File: src/rtl/frg_pkg.sv
package frg_pkg;
  localparam int ADDR_W = 25;
  localparam int PAGE_W = 12;
  localparam int LIM_W  = ADDR_W - PAGE_W;
  localparam int REG_W  = 32;
  localparam int WP_BIT = 31;
  localparam int RP_BIT = 15;
  localparam int HI_LSB = 16;
  localparam int LO_LSB = 0;

  typedef struct packed {
    logic             wp;
    logic             rp;
    logic [LIM_W-1:0] hi;
    logic [LIM_W-1:0] lo;
  } range_t;

  function automatic range_t unpack_range(input logic [REG_W-1:0] w);
    range_t r;
    r.wp = w[WP_BIT];
    r.rp = w[RP_BIT];
    r.hi = w[HI_LSB +: LIM_W];
    r.lo = w[LO_LSB +: LIM_W];
    return r;
  endfunction

  function automatic logic [REG_W-1:0] pack_range(input range_t r);
    logic [REG_W-1:0] w;
    w = '0;
    w[WP_BIT] = r.wp;
    w[RP_BIT] = r.rp;
    w[HI_LSB +: LIM_W] = r.hi;
    w[LO_LSB +: LIM_W] = r.lo;
    return w;
  endfunction
endpackage

File: src/rtl/frg_range_reg.sv
module frg_range_reg
  import frg_pkg::*;
(
  input  logic             clk_i,
  input  logic             rst_ni,
  input  logic             locked_i,
  input  logic             wr_en_i,
  input  logic [REG_W-1:0] wdata_i,
  output range_t           range_o
);
  range_t range_q;

  always_ff @(posedge clk_i or negedge rst_ni) begin
    if (!rst_ni)                   range_q <= '0;
    else if (wr_en_i && !locked_i) range_q <= unpack_range(wdata_i);
  end

  assign range_o = range_q;

  logic unused_rsvd;
  assign unused_rsvd = ^{wdata_i[30:29], wdata_i[14:13]};

  assert_frozen_R4: assert property (@(posedge clk_i) disable iff (!rst_ni)
    locked_i |=> $stable(range_q));
endmodule

File: src/rtl/frg_range_match.sv
module frg_range_match
  import frg_pkg::*;
(
  input  range_t           range_i,
  input  logic [LIM_W-1:0] page_i,
  input  logic             wr_i,
  output logic             hit_o
);
  logic en, in_win;
  assign en     = wr_i ? range_i.wp : range_i.rp;
  // inverted limits give an empty window naturally
  assign in_win = (page_i >= range_i.lo) && (page_i <= range_i.hi);
  assign hit_o  = en && in_win;
endmodule

File: src/rtl/frg_prio_pick.sv
module frg_prio_pick #(
  parameter int N    = 5,
  parameter int IDXW = 3
) (
  input  logic [N-1:0]    req_i,
  output logic            any_o,
  output logic [IDXW-1:0] idx_o
);
  always_comb begin
    any_o = 1'b0;
    idx_o = '0;
    for (int i = N - 1; i >= 0; i--) begin
      if (req_i[i]) begin
        any_o = 1'b1;
        idx_o = IDXW'(i);
      end
    end
  end
endmodule

File: src/rtl/flash_range_guard.sv
module flash_range_guard
  import frg_pkg::*;
#(
  parameter int NUM_RANGES = 5,
  parameter int IDX_W      = $clog2(NUM_RANGES)
) (
  input  logic              clk_i,
  input  logic              rst_ni,
  input  logic              lock_i,
  input  logic              cfg_we_i,
  input  logic [IDX_W-1:0]  cfg_idx_i,
  input  logic [REG_W-1:0]  cfg_wdata_i,
  output logic [REG_W-1:0]  cfg_rdata_o,
  input  logic              chk_valid_i,
  input  logic              chk_wr_i,
  input  logic [ADDR_W-1:0] chk_addr_i,
  output logic              block_o,
  output logic [IDX_W-1:0]  hit_idx_o
);
  localparam logic [REG_W-1:0] RSVD_MASK = 32'h6000_6000;

  logic                  lock_q, locked;
  logic [LIM_W-1:0]      page;
  logic [NUM_RANGES-1:0] wr_sel, hit;
  range_t                ranges [NUM_RANGES];
  logic                  any_hit;
  logic [IDX_W-1:0]      pick_idx;

  always_ff @(posedge clk_i or negedge rst_ni) begin
    if (!rst_ni)     lock_q <= 1'b0;
    else if (lock_i) lock_q <= 1'b1;
  end

  // lockdown applies in the cycle it is raised
  assign locked = lock_q | lock_i;
  assign page   = chk_addr_i[ADDR_W-1:PAGE_W];

  logic unused_low;
  assign unused_low = ^chk_addr_i[PAGE_W-1:0];

  for (genvar g = 0; g < NUM_RANGES; g++) begin : g_rng
    assign wr_sel[g] = cfg_we_i && (cfg_idx_i == IDX_W'(g));

    frg_range_reg u_reg (
      .clk_i    (clk_i),
      .rst_ni   (rst_ni),
      .locked_i (locked),
      .wr_en_i  (wr_sel[g]),
      .wdata_i  (cfg_wdata_i),
      .range_o  (ranges[g])
    );

    frg_range_match u_match (
      .range_i (ranges[g]),
      .page_i  (page),
      .wr_i    (chk_wr_i),
      .hit_o   (hit[g])
    );
  end

  frg_prio_pick #(.N(NUM_RANGES), .IDXW(IDX_W)) u_pick (
    .req_i (hit),
    .any_o (any_hit),
    .idx_o (pick_idx)
  );

  assign block_o   = chk_valid_i && any_hit;
  assign hit_idx_o = block_o ? pick_idx : '0;

  always_comb begin
    cfg_rdata_o = '0;
    for (int i = 0; i < NUM_RANGES; i++)
      if (cfg_idx_i == IDX_W'(i)) cfg_rdata_o = pack_range(ranges[i]);
  end

  assert_lock_sticky_R4: assert property (@(posedge clk_i) disable iff (!rst_ni)
    lock_q |=> lock_q);
  assert_no_block_idle_R11: assert property (@(posedge clk_i) disable iff (!rst_ni)
    !chk_valid_i |-> !block_o);
  assert_idx_idle_R8: assert property (@(posedge clk_i) disable iff (!rst_ni)
    !block_o |-> (hit_idx_o == '0));
  assert_idx_hits_R8: assert property (@(posedge clk_i) disable iff (!rst_ni)
    block_o |-> hit[hit_idx_o]);
  assert_lowest_R8: assert property (@(posedge clk_i) disable iff (!rst_ni)
    block_o |-> ((hit & ((NUM_RANGES'(1) << hit_idx_o) - NUM_RANGES'(1))) == '0));
  assert_rsvd_zero_R2: assert property (@(posedge clk_i) disable iff (!rst_ni)
    $countones(cfg_rdata_o & RSVD_MASK) == 0);
endmodule

File: config.mk
export PLATFORM = sky130hd
export DESIGN_NAME = flash_range_guard
export DESIGN_NICKNAME = d
export VERILOG_FILES = /design/src/rtl/frg_pkg.sv /design/src/rtl/frg_range_reg.sv /design/src/rtl/frg_range_match.sv /design/src/rtl/frg_prio_pick.sv /design/src/rtl/flash_range_guard.sv
export SDC_FILE = /design/constraint.sdc
export NUM_CORES = 1
export LEC_CHECK = 0
export BUFFER_PORTS_ARGS = -buffer_cell sky130_fd_sc_hd__buf_4
export CAP_MARGIN = 20
export CELL_PAD_IN_SITES_DETAIL_PLACEMENT = 0
export CELL_PAD_IN_SITES_GLOBAL_PLACEMENT = 1
export CORE_ASPECT_RATIO = 1.1
export CORE_MARGIN = 2
export CORE_UTILIZATION = 51
export CTS_CLUSTER_SIZE = 12
export DETAILED_ROUTE_END_ITERATION = 10
export PLACE_DENSITY = 0.95
export SKIP_LAST_GASP = 1
export SLEW_MARGIN = 40
export SYNTH_ARGS = -nofsm -noshare
export SYNTH_HDL_FRONTEND = slang
export SYNTH_SLANG_ARGS = --single-unit
File: constraint.sdc
create_clock -name clk_i -period 5.4 [get_ports clk_i]
set_input_delay 0.81 -clock clk_i [delete_from_list [all_inputs] [get_ports clk_i]]
set_output_delay 0.81 -clock clk_i [all_outputs]
set_load 0.01 [all_outputs]
==> results <==
- The setup skew after layout is between 0.006 and 0.007 ns.
- At the pin with the least slew margin, the transition time is about 0.74 ns.
- The first-pass GRT wire length is slightly below 40000 um.
- At the end of routability-driven placement, the weighted congestion stood at between 0.9 and 1.
- Headroom to the max-slew limit came out at 50.3%.
- The worst endpoint data arrival time is between 3 and 4 ns.
- Gates resized during post-CTS repair numbered 0.
- The DRC marker count from the first detailed-route iteration is slightly above 400.
- A synthesized cell averages about 11 um2.
- The type of the most critical hold path is in2async.
- The full die area is about 0.02 mm2.
- The largest net degree at the start of global routing is 100.
- The share of the cycle needed by the critical path after routing is between 70% and 80%.
- The number of antenna diodes in the final layout is 0.
- In this run the deepest clock path goes through 2 buffers.
- The detail route stage leaves a number of antenna-violating nets equal to 0.
- After synthesis, the largest area contributor takes up roughly 37% of total cell area.
- The type of the worst setup path is in2out.
- The worst-case register-to-register setup slack is 2.92 ns.
- The cell taking the most area after synthesis is sky130_fd_sc_hd__dfrtp_1.
- The CTS sink count is 141.
- The area added between synthesis and finish is 15.7%.
- The clock tree from TritonCTS is done.
- The maximum net fanout on the critical path is 10.
- The leakage power summed over all cells is approximately 0.0053 uW.
- Counting flops with a built-in enable in the synthesized netlist gives 0.
- The cell sitting at the root of the clock tree is a sky130_fd_sc_hd__clkbuf_16.
- The overall routed net length is 23700 um.
- In the final layout, the share of cells above drive strength 1 is between 20% and 30%.
- For the worst setup path, the data required time is 4.59 ns.
- The number of antenna violations at the first check in global routing came to 0.
- The synthesized netlist occupies a cell area of around 0.0096 mm2.
- The HPWL after detailed placement is 16700 um.
- The total area inside the core boundary comes to around 0.018 mm2.
- Derived from the worst setup path, the maximum achievable clock frequency is about 250 MHz.
- The post-detailed-route via-to-cell ratio is about 5.7.
- Leaving out fill and tap cells, the most frequent cells in the layout are sky130_fd_sc_hd__inv_1, sky130_fd_sc_hd__dfrtp_1, sky130_fd_sc_hd__ha_1.
- Setup violations remaining at the end of the flow were counted as 0.
- The average wire per cell in the routed design is 19.3 um.
- STA classifies the critical path endpoint as a primary output.
- The unique cell type count in the Yosys netlist is around 50.
- In the synthesized netlist the dominant register cell turns out to be sky130_fd_sc_hd__dfrtp_1.
- The worst register-to-register path ends at g_rng[1].u_reg.range_o[23]$_DFFE_PN0P_.
- The overall via count from detail_route is ~7000.
- The number of cell rows is 52.
- The number of synthesis warnings is 0.
- Clock latency on the worst-skew pair, taken at its later pin, is around 0.43 ns.
- The die extent in x is 135 um.
- Before antenna repair, the detailed router went through 4 iterations.
- Subtracting the final worst setup slack from the clock period gives about 4.0 ns.
- At the end of the flow, the number of nets in the layout was approximately 1200.
- Pin placement for this block handled 102 I/O pins.
- The via count of the first global-routing pass is ~7300.
- Counting the buffers created by CTS gives 17.
- The initial utilization of the core area, before any placement, comes to 52.2%.
- Once layout is complete, the utilization of the core stands at between 60% and 70%.
- Setup repair after global routing left no endpoint under its margin.
- The most common cell after layout, fill and taps aside is sky130_fd_sc_hd__inv_1.
- The count of final hold-check violations is 0.
- The global-route total usage across every layer is about 25%.
- During placement, the flow inserted port buffers numbering just over 80.
- The critical path startpoint category is an input pin.
- The synthesized netlist cell count is 891.
- VDD sags by at most just over 0.2 mV.
- After synthesis, flip-flops and latches occupy between 30 and 40% of the total area.
- The final routed DRC violation total is 0.
- Hold repair after CTS inserted 0 buffers.
- Max-cap violations in this run came to 0.
- The number of cells on the worst reg-to-reg path is 6.
- Synthesis inferred around 140 register bits.
- The count of final max-slew check failures came to 0.
- The flow ran to the end, and the final reports show no timing, DRC or antenna violations.
- The die is between 100 and 150 um tall.
- Adding up every negative setup slack in the final design gives 0 ns.
- The total global routing overflow is 0.
- The overall power of the completed layout is ~2700 uW.
- After clock tree synthesis, the clock-pin slew on the worst setup and hold paths is about 0.06 ns.
- The deepest level of the CTS H-tree is 4.
- The most critical setup path has its startpoint at chk_addr_i[12].
- The power per standard cell area is between 200 and 250 mW/mm2.
- For this run, asynchronously set or reset flops after synthesis account for 100%.
- In the post-synthesis netlist, the biggest area contributors are sky130_fd_sc_hd__dfrtp_1, sky130_fd_sc_hd__ha_1, sky130_fd_sc_hd__mux2_1, sky130_fd_sc_hd__mux2_2, sky130_fd_sc_hd__mux4_2.
- In this run the post-CTS setup repair buffer count came out at 0.
- The worst flop-to-flop path startpoint is lock_q$_DFFE_PN0P_.
cell type report:
class                   instances  area (um2)
clock buffers                  23         508
flip-flops and latches        141        3530
multi-input cells             570        5400
repair buffers                 87         681
well taps                     243         304
clock inverters                 9         131
fillers                      1474        7290
inverters                     154         578
registers in the layout (all words and copies together) (netlist names):
name                 count
g_rng.u_reg.range_o    140
lock_q                   1
Yosys cell counts (3+ instances only):
library cell	instances
sky130_fd_sc_hd__nand3_1	8
sky130_fd_sc_hd__a211oi_1	6
sky130_fd_sc_hd__mux2_2	65
sky130_fd_sc_hd__o211ai_1	4
sky130_fd_sc_hd__mux2_1	76
sky130_fd_sc_hd__clkbuf_1	8
sky130_fd_sc_hd__o31a_1	3
sky130_fd_sc_hd__o31ai_1	4
sky130_fd_sc_hd__buf_2	17
sky130_fd_sc_hd__nor2b_1	11
sky130_fd_sc_hd__inv_1	154
sky130_fd_sc_hd__a21o_1	9
sky130_fd_sc_hd__dfrtp_1	141
sky130_fd_sc_hd__o21ai_1	3
sky130_fd_sc_hd__mux4_2	28
sky130_fd_sc_hd__nor2_1	17
sky130_fd_sc_hd__nand4_1	17
sky130_fd_sc_hd__mux2i_1	4
sky130_fd_sc_hd__nand2_1	52
sky130_fd_sc_hd__and4_1	5
sky130_fd_sc_hd__a21oi_1	47
sky130_fd_sc_hd__o21ai_0	40
sky130_fd_sc_hd__ha_1	130
sky130_fd_sc_hd__buf_4	4
sky130_fd_sc_hd__nor3_1	6
through the flow:
stage | std cells | setup WS [ns] | hold slack, ns | area, um2
after CTS | 1226 | 1.42 | 0.463 | 11100
after floorplan | 894 | 1.99 | 0.422 | 9630
after global routing | 1227 | 1.29 | 0.228 | 11100
after detailed placement | 1194 | 1.43 | 0.474 | 10500
after global placement | 1194 | 1.44 | 0.442 | 10400
final | 1227 | 1.41 | 0.224 | 11100
critical path, stage by stage:
cell and delay [ns]:
sky130_fd_sc_hd__buf_4 0.11, sky130_fd_sc_hd__inv_1 0.33, sky130_fd_sc_hd__ha_1 0.30, sky130_fd_sc_hd__nand2b_1 0.14, sky130_fd_sc_hd__a211o_1 0.28, sky130_fd_sc_hd__o2111ai_1 0.08, sky130_fd_sc_hd__a211oi_1 0.14, sky130_fd_sc_hd__nor4b_4 0.27
sky130_fd_sc_hd__o31ai_1 0.17, sky130_fd_sc_hd__nor4b_2 0.36, sky130_fd_sc_hd__buf_4 0.19
report_power, final:
| part | switching, uW | internal [uW] | total (uW) |
|---|---|---|---|
| Combinational | 187 | 141 | 328 |
| Clock | 458 | 800 | 1260 |
| Sequential | 18.4 | 1080 | 1100 |
how the worst max path moves through the flow:
stage                               to  slack, ns  cells past startpoint
after floorplan           hit_idx_o[2]       1.99                      9
after global placement    hit_idx_o[2]       1.44                     11
after detailed placement  hit_idx_o[2]       1.43                     11
after CTS                 hit_idx_o[2]       1.42                     11
after global routing      hit_idx_o[2]       1.29                     11
final                     hit_idx_o[2]       1.41                     11
cell families after synthesis:
family | synth area share [%]
AND/OR/NAND/NOR | 6.87
buffers and inverters | 7.52
AO/OA/AOI/OAI | 8.47
adder cells (fa/ha/maj) | 16.9
other | 0.0390
multiplexers | 23.5
flip-flops | 36.7
metal layers:
| metal | vias to the layer above | wire length [um] | global-route usage (%) |
|---|---|---|---|
| li1 | 3299 | - | - |
| met1 | 3463 | 10800 | 34.4 |
| met2 | 175 | 11200 | 40.3 |
| met3 | 32 | 1190 | 3.64 |
| met4 | 0 | 441 | 8.53 |
| met5 | - | 0 | 0 |
No activity file was read; power rests on OpenSTA's default activity.
